File: src/rtl/pgreq_pkg.sv
package pgreq_pkg;
   localparam int COLS     = 7;
   localparam int DIG_W    = 5;
   localparam int NIB_W    = 4;
   localparam int CARE_BIT = 4;
   localparam int HOLD_BIT = 3;
   localparam int COL_W    = 3;

   typedef logic [DIG_W-1:0] req_entry_t;

   // compared bits of each request column
   function automatic logic [NIB_W-1:0] col_mask(input int k);
      case (k)
         0:       col_mask = 4'b0111;
         3:       col_mask = 4'b0011;
         5:       col_mask = 4'b0111;
         default: col_mask = 4'b1111;
      endcase
   endfunction
endpackage

File: src/rtl/pgreq_wrptr.sv
module pgreq_wrptr
   import pgreq_pkg::*;
#(
   parameter int NUM_CIRC = 4,
   localparam int CIRC_W = $clog2(NUM_CIRC)
) (
   input  logic              clk,
   input  logic              rst_n,
   input  logic              wr_start_i,
   input  logic [CIRC_W-1:0] wr_circ_i,
   input  logic [COL_W-1:0]  wr_col_i,
   input  logic              wr_en_i,
   output logic [CIRC_W-1:0] sel_circ_o,
   output logic [COL_W-1:0]  sel_col_o
);
   localparam logic [COL_W-1:0] LAST_COL = COL_W'(COLS - 1);

   logic [CIRC_W-1:0] circ_q;
   logic [COL_W-1:0]  col_q;
   logic [COL_W-1:0]  start_col;
   logic [COL_W-1:0]  next_col;

   always_comb begin
      start_col  = (wr_col_i > LAST_COL) ? '0 : wr_col_i;
      sel_circ_o = wr_start_i ? wr_circ_i : circ_q;
      sel_col_o  = wr_start_i ? start_col : col_q;
      next_col   = (sel_col_o == LAST_COL) ? '0 : sel_col_o + 1'b1;
   end

   always_ff @(posedge clk) begin
      if (!rst_n) begin
         circ_q <= '0;
         col_q  <= '0;
      end else if (wr_start_i || wr_en_i) begin
         circ_q <= sel_circ_o;
         col_q  <= wr_en_i ? next_col : sel_col_o;
      end
   end

   p_col_range_r2: assert property (@(posedge clk) disable iff (!rst_n)
      col_q <= LAST_COL);

   p_col_wrap_r2: assert property (@(posedge clk) disable iff (!rst_n)
      (wr_en_i && !wr_start_i && col_q == LAST_COL) |=> (col_q == '0));
endmodule

File: src/rtl/pgreq_circuit.sv
module pgreq_circuit
   import pgreq_pkg::*;
(
   input  logic                   clk,
   input  logic                   rst_n,
   input  logic                   wr_en_i,
   input  logic [COL_W-1:0]       wr_col_i,
   input  req_entry_t             wr_data_i,
   input  logic                   hdr_valid_i,
   input  logic [COLS*NIB_W-1:0]  hdr_digits_i,
   input  logic [COLS-1:0]        hdr_err_i,
   input  logic                   grant_i,
   output logic                   req_o,
   output logic                   pblf_o,
   output logic                   found_n_o
);
   req_entry_t      ram_q [COLS];
   logic [COLS-1:0] col_ok;
   logic            search_q;
   logic            found_q;
   logic            may_cap;

   always_ff @(posedge clk) begin
      if (!rst_n) begin
         for (int k = 0; k < COLS; k++) ram_q[k] <= '0;
      end else if (wr_en_i) begin
         ram_q[wr_col_i] <= wr_data_i;
      end
   end

   for (genvar k = 0; k < COLS; k++) begin : g_col
      localparam logic [NIB_W-1:0] MASK = col_mask(k);
      logic [NIB_W-1:0] diff;
      assign diff = (ram_q[k][NIB_W-1:0] ^ hdr_digits_i[k*NIB_W +: NIB_W]) & MASK;
      assign col_ok[k] = !ram_q[k][CARE_BIT] || (!hdr_err_i[k] && diff == '0);
   end

   assign may_cap = search_q || (found_q && ram_q[0][HOLD_BIT]);
   assign req_o   = hdr_valid_i && (&col_ok) && may_cap;

   always_ff @(posedge clk) begin
      if (!rst_n) begin
         search_q <= 1'b0;
         found_q  <= 1'b0;
      end else if (wr_en_i) begin
         search_q <= 1'b1;
         found_q  <= 1'b0;
      end else if (grant_i) begin
         search_q <= 1'b0;
         found_q  <= 1'b1;
      end
   end

   assign pblf_o    = search_q;
   assign found_n_o = ~found_q;

   p_found_by_grant_r9: assert property (@(posedge clk) disable iff (!rst_n)
      $rose(found_q) |-> $past(grant_i));

   p_state_excl_r8: assert property (@(posedge clk) disable iff (!rst_n)
      !(found_q && search_q));

   p_grant_needs_req_r6: assert property (@(posedge clk) disable iff (!rst_n)
      grant_i |-> req_o);
endmodule

File: src/rtl/pgreq_arbiter.sv
module pgreq_arbiter #(
   parameter int NUM_CIRC = 4,
   localparam int CIRC_W = $clog2(NUM_CIRC)
) (
   input  logic                clk,
   input  logic                rst_n,
   input  logic                hdr_valid_i,
   input  logic                bank_i,
   input  logic [NUM_CIRC-1:0] req_i,
   output logic [NUM_CIRC-1:0] grant_o,
   output logic                cap_stb_o,
   output logic [CIRC_W:0]     cap_chap_o
);
   logic [CIRC_W-1:0] win_idx;
   logic              hit;

   always_comb begin
      grant_o = '0;
      win_idx = '0;
      hit     = 1'b0;
      for (int i = 0; i < NUM_CIRC; i++) begin
         if (req_i[i] && !hit) begin
            grant_o[i] = 1'b1;
            win_idx    = CIRC_W'(i);
            hit        = 1'b1;
         end
      end
   end

   always_ff @(posedge clk) begin
      if (!rst_n) begin
         cap_stb_o  <= 1'b0;
         cap_chap_o <= '0;
      end else begin
         cap_stb_o <= hdr_valid_i && hit;
         if (hit) cap_chap_o <= {bank_i, win_idx};
      end
   end

   p_cap_needs_hdr_r11: assert property (@(posedge clk) disable iff (!rst_n)
      cap_stb_o |-> $past(hdr_valid_i));

   p_grant_onehot_r6: assert property (@(posedge clk) disable iff (!rst_n)
      $onehot0(grant_o));
endmodule

File: src/rtl/pgreq_match.sv
module pgreq_match
   import pgreq_pkg::*;
#(
   parameter int NUM_CIRC = 4,
   localparam int CIRC_W = $clog2(NUM_CIRC)
) (
   input  logic                   clk,
   input  logic                   rst_n,
   input  logic                   wr_start_i,
   input  logic [CIRC_W-1:0]      wr_circ_i,
   input  logic [COL_W-1:0]       wr_col_i,
   input  logic                   wr_en_i,
   input  logic [DIG_W-1:0]       wr_data_i,
   input  logic                   bank_i,
   input  logic                   hdr_valid_i,
   input  logic [COLS*NIB_W-1:0]  hdr_digits_i,
   input  logic [COLS-1:0]        hdr_err_i,
   output logic                   cap_stb_o,
   output logic [CIRC_W:0]        cap_chap_o,
   output logic [NUM_CIRC-1:0]    found_n_o,
   output logic [NUM_CIRC-1:0]    pblf_o
);
   if (NUM_CIRC < 2 || (NUM_CIRC & (NUM_CIRC - 1)) != 0) begin : g_bad_circ
      $error("NUM_CIRC must be a power of two, at least 2");
   end

   logic [CIRC_W-1:0]   sel_circ;
   logic [COL_W-1:0]    sel_col;
   logic [NUM_CIRC-1:0] req;
   logic [NUM_CIRC-1:0] grant;

   pgreq_wrptr #(.NUM_CIRC(NUM_CIRC)) u_wrptr (
      .clk        (clk),
      .rst_n      (rst_n),
      .wr_start_i (wr_start_i),
      .wr_circ_i  (wr_circ_i),
      .wr_col_i   (wr_col_i),
      .wr_en_i    (wr_en_i),
      .sel_circ_o (sel_circ),
      .sel_col_o  (sel_col)
   );

   for (genvar i = 0; i < NUM_CIRC; i++) begin : g_circ
      logic wr_here;
      assign wr_here = wr_en_i && (sel_circ == CIRC_W'(i));

      pgreq_circuit u_circ (
         .clk          (clk),
         .rst_n        (rst_n),
         .wr_en_i      (wr_here),
         .wr_col_i     (sel_col),
         .wr_data_i    (wr_data_i),
         .hdr_valid_i  (hdr_valid_i),
         .hdr_digits_i (hdr_digits_i),
         .hdr_err_i    (hdr_err_i),
         .grant_i      (grant[i]),
         .req_o        (req[i]),
         .pblf_o       (pblf_o[i]),
         .found_n_o    (found_n_o[i])
      );
   end

   pgreq_arbiter #(.NUM_CIRC(NUM_CIRC)) u_arb (
      .clk         (clk),
      .rst_n       (rst_n),
      .hdr_valid_i (hdr_valid_i),
      .bank_i      (bank_i),
      .req_i       (req),
      .grant_o     (grant),
      .cap_stb_o   (cap_stb_o),
      .cap_chap_o  (cap_chap_o)
   );

   p_idle_after_reset_r7: assert property (@(posedge clk) disable iff (!rst_n)
      (cap_stb_o && $past(pblf_o) == '0) |-> ($past(found_n_o) != '1));
endmodule

File: config.mk
export PLATFORM = sky130hd
export DESIGN_NAME = pgreq_match
export DESIGN_NICKNAME = d
export VERILOG_FILES = /design/src/rtl/pgreq_pkg.sv /design/src/rtl/pgreq_wrptr.sv /design/src/rtl/pgreq_circuit.sv /design/src/rtl/pgreq_arbiter.sv /design/src/rtl/pgreq_match.sv
export SDC_FILE = /design/constraint.sdc
export NUM_CORES = 1
export LEC_CHECK = 0
export ABC_AREA = 1
export ABC_CLOCK_PERIOD_IN_PS = 2850
export CAP_MARGIN = 25
export CORE_MARGIN = 2
export CORE_UTILIZATION = 35
export CTS_CLUSTER_DIAMETER = 30
export DETAILED_ROUTE_END_ITERATION = 8
export SLEW_MARGIN = 0
export SYNTH_ARGS = -nofsm -noshare
export SYNTH_HDL_FRONTEND = slang
export SYNTH_SLANG_ARGS = --single-unit
File: constraint.sdc
create_clock -name clk -period 2.85 [get_ports clk]
set_input_delay 0.855 -clock clk [delete_from_list [all_inputs] [get_ports clk]]
set_output_delay 0.855 -clock clk [all_outputs]
set_load 0.02 [all_outputs]
==> metrics.csv <==
metric;value;unit
nNetsFinal;1130;
dpl-instance-area;9045;µm²
fmax;399.9;MHz
grt_max_degree;26;
yosys_most_used_dff;sky130_fd_sc_hd__edfxtp_1;
synth-seq-area-share;52.79;%
post_synth_instance_area;7547;µm²
clk_root_buffer_cell;sky130_fd_sc_hd__clkbuf_16;
setup_repair_after_global_routing_missed_its_margin;no;
detailedRoute.firstPassIterationCount;5;
final_hold_viol_count;0;
placement.io_buffers;58;
tritoncts_clock_tree;built;
vias_in_the_first_global_route;5886;
worstSetupEndpoint;g_circ[0].u_circ.ram_q[0][2];
timing.critical_path.from;wr_start_i;
netlist_top_cells_count;sky130_fd_sc_hd__nand2_1, sky130_fd_sc_hd__nor2_1, sky130_fd_sc_hd__inv_1, sky130_fd_sc_hd__edfxtp_1, sky130_fd_sc_hd__o21ai_0;
cts_h_tree_depth;4;
post_cts_buffers;0;
layout-area-overhead-vs-synth;27.79;%
fin_clk_skew;0.005892;ns
worstSkewPairLatency;0.43;ns
row_count;53;
multi_input_gate_area_in_the_final_layout;2898;µm²
drt_drc_violations_left;0;
path_clk_slew;0.06;ns
synth_top_cell_area_share;42.97;%
tightestPinTransition;0.4543;ns
ant_diodes;0;
reg2regPathDepth;13;
antenna_left;0;
initial_utilization;35.79;%
report.final.slew_viol_count;0;
cts_sinks;145;
dp_hpwl;13.99;mm
floorplan.die.width;150.8;µm
maxCapViolations;0;
area_of_all_placed_cells_without_fillers;9644;µm²
die_h;150.8;µm
grt.total_usage;17.53;%
yosys_warnings;0;
grt.overflow.total;0;
io-pin-count;63;
worst_hold_path_type;flop to flop;
postSynthCellCount;936;
dieArea;22750;µm²
yosysTopAreaCell;sky130_fd_sc_hd__edfxtp_1;
power.static_leakage;4.267;nW
cpMostUsedCell;sky130_fd_sc_hd__inv_2;
ir_worst_vdd;468.2;µV
yosysMostFrequentCell;sky130_fd_sc_hd__nand2_1;
synthesis.area_per_instance;8.063;µm²
power-per-cell-area;549.9;nW/µm²
rrSetupSlack;1.05;ns
arrival_time_at_the_worst_endpoint;2.62;ns
vias;6187;
cts_hold_buffers;0;
clockBufferDepth;2;
grt_pass1_wl;29.84;mm
crit_fanout;5;
seqCellArea;3984;µm²
synth_seq_cells;145;
critical_path.cell_chain;clkdlybuf4s50_1 > inv_2 > or2_1 > o21ai_2 > inv_2 > nor2_4 > inv_2 > nor2_4 > nand2_4 > nor2_2 > nand2_2 > nand2_1;
share_of_flip_flops_with_an_asynchronous_set_or_reset_after_synthesis;0;%
critical_path.reg2reg.endpoint;u_arb.cap_chap_o[2];
slew_headroom;69.53;%
post_route_cells_drive_above_1_share;16.59;%
number_of_nets_produced_by_synthesis;987;
final.hold.worst_slack;0.4677;ns
routed_wl;18.62;mm
cts-resized-gates;0;
critPathSlowestCell;sky130_fd_sc_hd__clkdlybuf4s50_1;
cp_slowest_stage_delay;0.51;ns
final_period_minus_worst_setup_slack;2.501;ns
wl_per_cell;13.63;µm
period_utilization;87.75;%
cp.required;2.97;ns
critical_path_class;input port to flop;
outcome;complete, no violations;
tritoncts.num_buffers;17;
floorplan.core_area;21090;µm²
setup_violations;0;
end_kind;flop;
viasPerCell;4.529;
drt-initial-drc-count;440;
synth.area.top_cells;sky130_fd_sc_hd__edfxtp_1, sky130_fd_sc_hd__nand2_1, sky130_fd_sc_hd__dfxtp_1;
critical_path.startpoint_type;input port;
synth-edff-count;108;
synthDistinctLibCells;37;
r2r_start;g_circ[0].u_circ.ram_q[6][0];
grt_antenna_before_repair;0;
fillerInstances;2102;
end_of_flow_core_utilization;45.73;%
routability_congestion_estimate_from_global_placement;0.8387;
placed cells by master (no fill, tap or decap), types with 13 or more instances in the layout:
| cell | netlist | final |
|---|---|---|
| sky130_fd_sc_hd__nor3_2 | 13 | 13 |
| sky130_fd_sc_hd__dfxtp_1 | 37 | 37 |
| sky130_fd_sc_hd__nand3_1 | 39 | 39 |
| sky130_fd_sc_hd__clkbuf_16 | 0 | 17 |
| sky130_fd_sc_hd__edfxtp_1 | 108 | 108 |
| sky130_fd_sc_hd__buf_4 | 12 | 96 |
| sky130_fd_sc_hd__nand2_1 | 241 | 241 |
| sky130_fd_sc_hd__inv_1 | 119 | 119 |
| sky130_fd_sc_hd__clkdlybuf4s50_1 | 0 | 57 |
| sky130_fd_sc_hd__o21ai_0 | 45 | 45 |
| sky130_fd_sc_hd__nor2_1 | 190 | 190 |
| sky130_fd_sc_hd__a21oi_1 | 22 | 22 |
report_power, final:
part           switching (mW)  internal, mW  leakage [nW]  total [mW]
combinational           0.364         0.252          2.58       0.615
sequential             0.0361          2.35          1.40        2.39
clock                   0.852          1.45         0.289        2.30
total                    1.25          4.05          4.27        5.30
logic make-up after synthesis:
group                  after synthesis  synth area share [%]
buffers and inverters              165                 8.820
AO/OA/AOI/OAI                       97                 7.510
XOR/XNOR                            16                 1.857
flip-flops                         145                 52.79
AND/OR/NAND/NOR                    513                 29.03
final cells by class:
cell class	count	area share, %
inverters	134	5.215
multi-input cells	626	30.05
well taps	275	3.568
repair buffers	155	13.65
clock buffers	19	4.489
clock inverters	12	1.725
flip-flops and latches	145	41.31
worst max-delay path: cells and delay by family:
kind | cells | cell delay, ns
buffers and inverters | 4 | 0.68
AND/OR/NAND/NOR | 7 | 0.98
AO/OA/AOI/OAI | 1 | 0.09
metrics by stage:
| stage | setup TNS (ns) | setup slack, ns | cells | power (mW) |
|---|---|---|---|---|
| 4_1_cts | 0 | 0.3533 | 1366 | 5.338 |
| 2_1_floorplan | 0 | 0.3492 | 936 | 2.759 |
| 6_report | 0 | 0.3492 | 1366 | 5.303 |
| 3_5_place_dp | -2.391 | -0.08145 | 1335 | 3.049 |
| 3_3_place_gp | -1.443 | -0.06806 | 1335 | 3.041 |
| 5_1_grt | 0 | 0.2302 | 1366 | 5.509 |
routing by layer:
metal  wire [µm]  up-vias  global-route usage (%)
met5           0        -                       0
met4         320        0                   5.841
met3         813       21                   3.855
met2        8704      110                   28.48
met1        8777     2816                   23.29
li1            -     3240                       -
registers in the layout, indices dropped and copies added, names as in the netlist:
signal,flops
g_circ.u_circ.ram_q,128
g_circ.u_circ.found_q,4
g_circ.u_circ.pblf_o,4
u_arb.cap_chap_o,3
u_wrptr.col_q,3
u_wrptr.circ_q,2
u_arb.cap_stb_o,1
worst min-delay path by stage:
stage	start	end	cells past startpoint
after floorplan	g_circ[3].u_circ.ram_q[6][0]	g_circ[3].u_circ.ram_q[6][0]	2
after global placement	g_circ[3].u_circ.ram_q[6][0]	g_circ[3].u_circ.ram_q[6][0]	2
after detailed placement	g_circ[0].u_circ.ram_q[6][2]	g_circ[0].u_circ.ram_q[6][2]	2
after CTS	g_circ[3].u_circ.ram_q[6][1]	g_circ[3].u_circ.ram_q[6][1]	2
after global routing	g_circ[3].u_circ.ram_q[6][2]	g_circ[3].u_circ.ram_q[6][2]	2
final	g_circ[3].u_circ.ram_q[6][1]	g_circ[3].u_circ.ram_q[6][1]	2
Note: power is estimated with default switching activity, not from simulation.
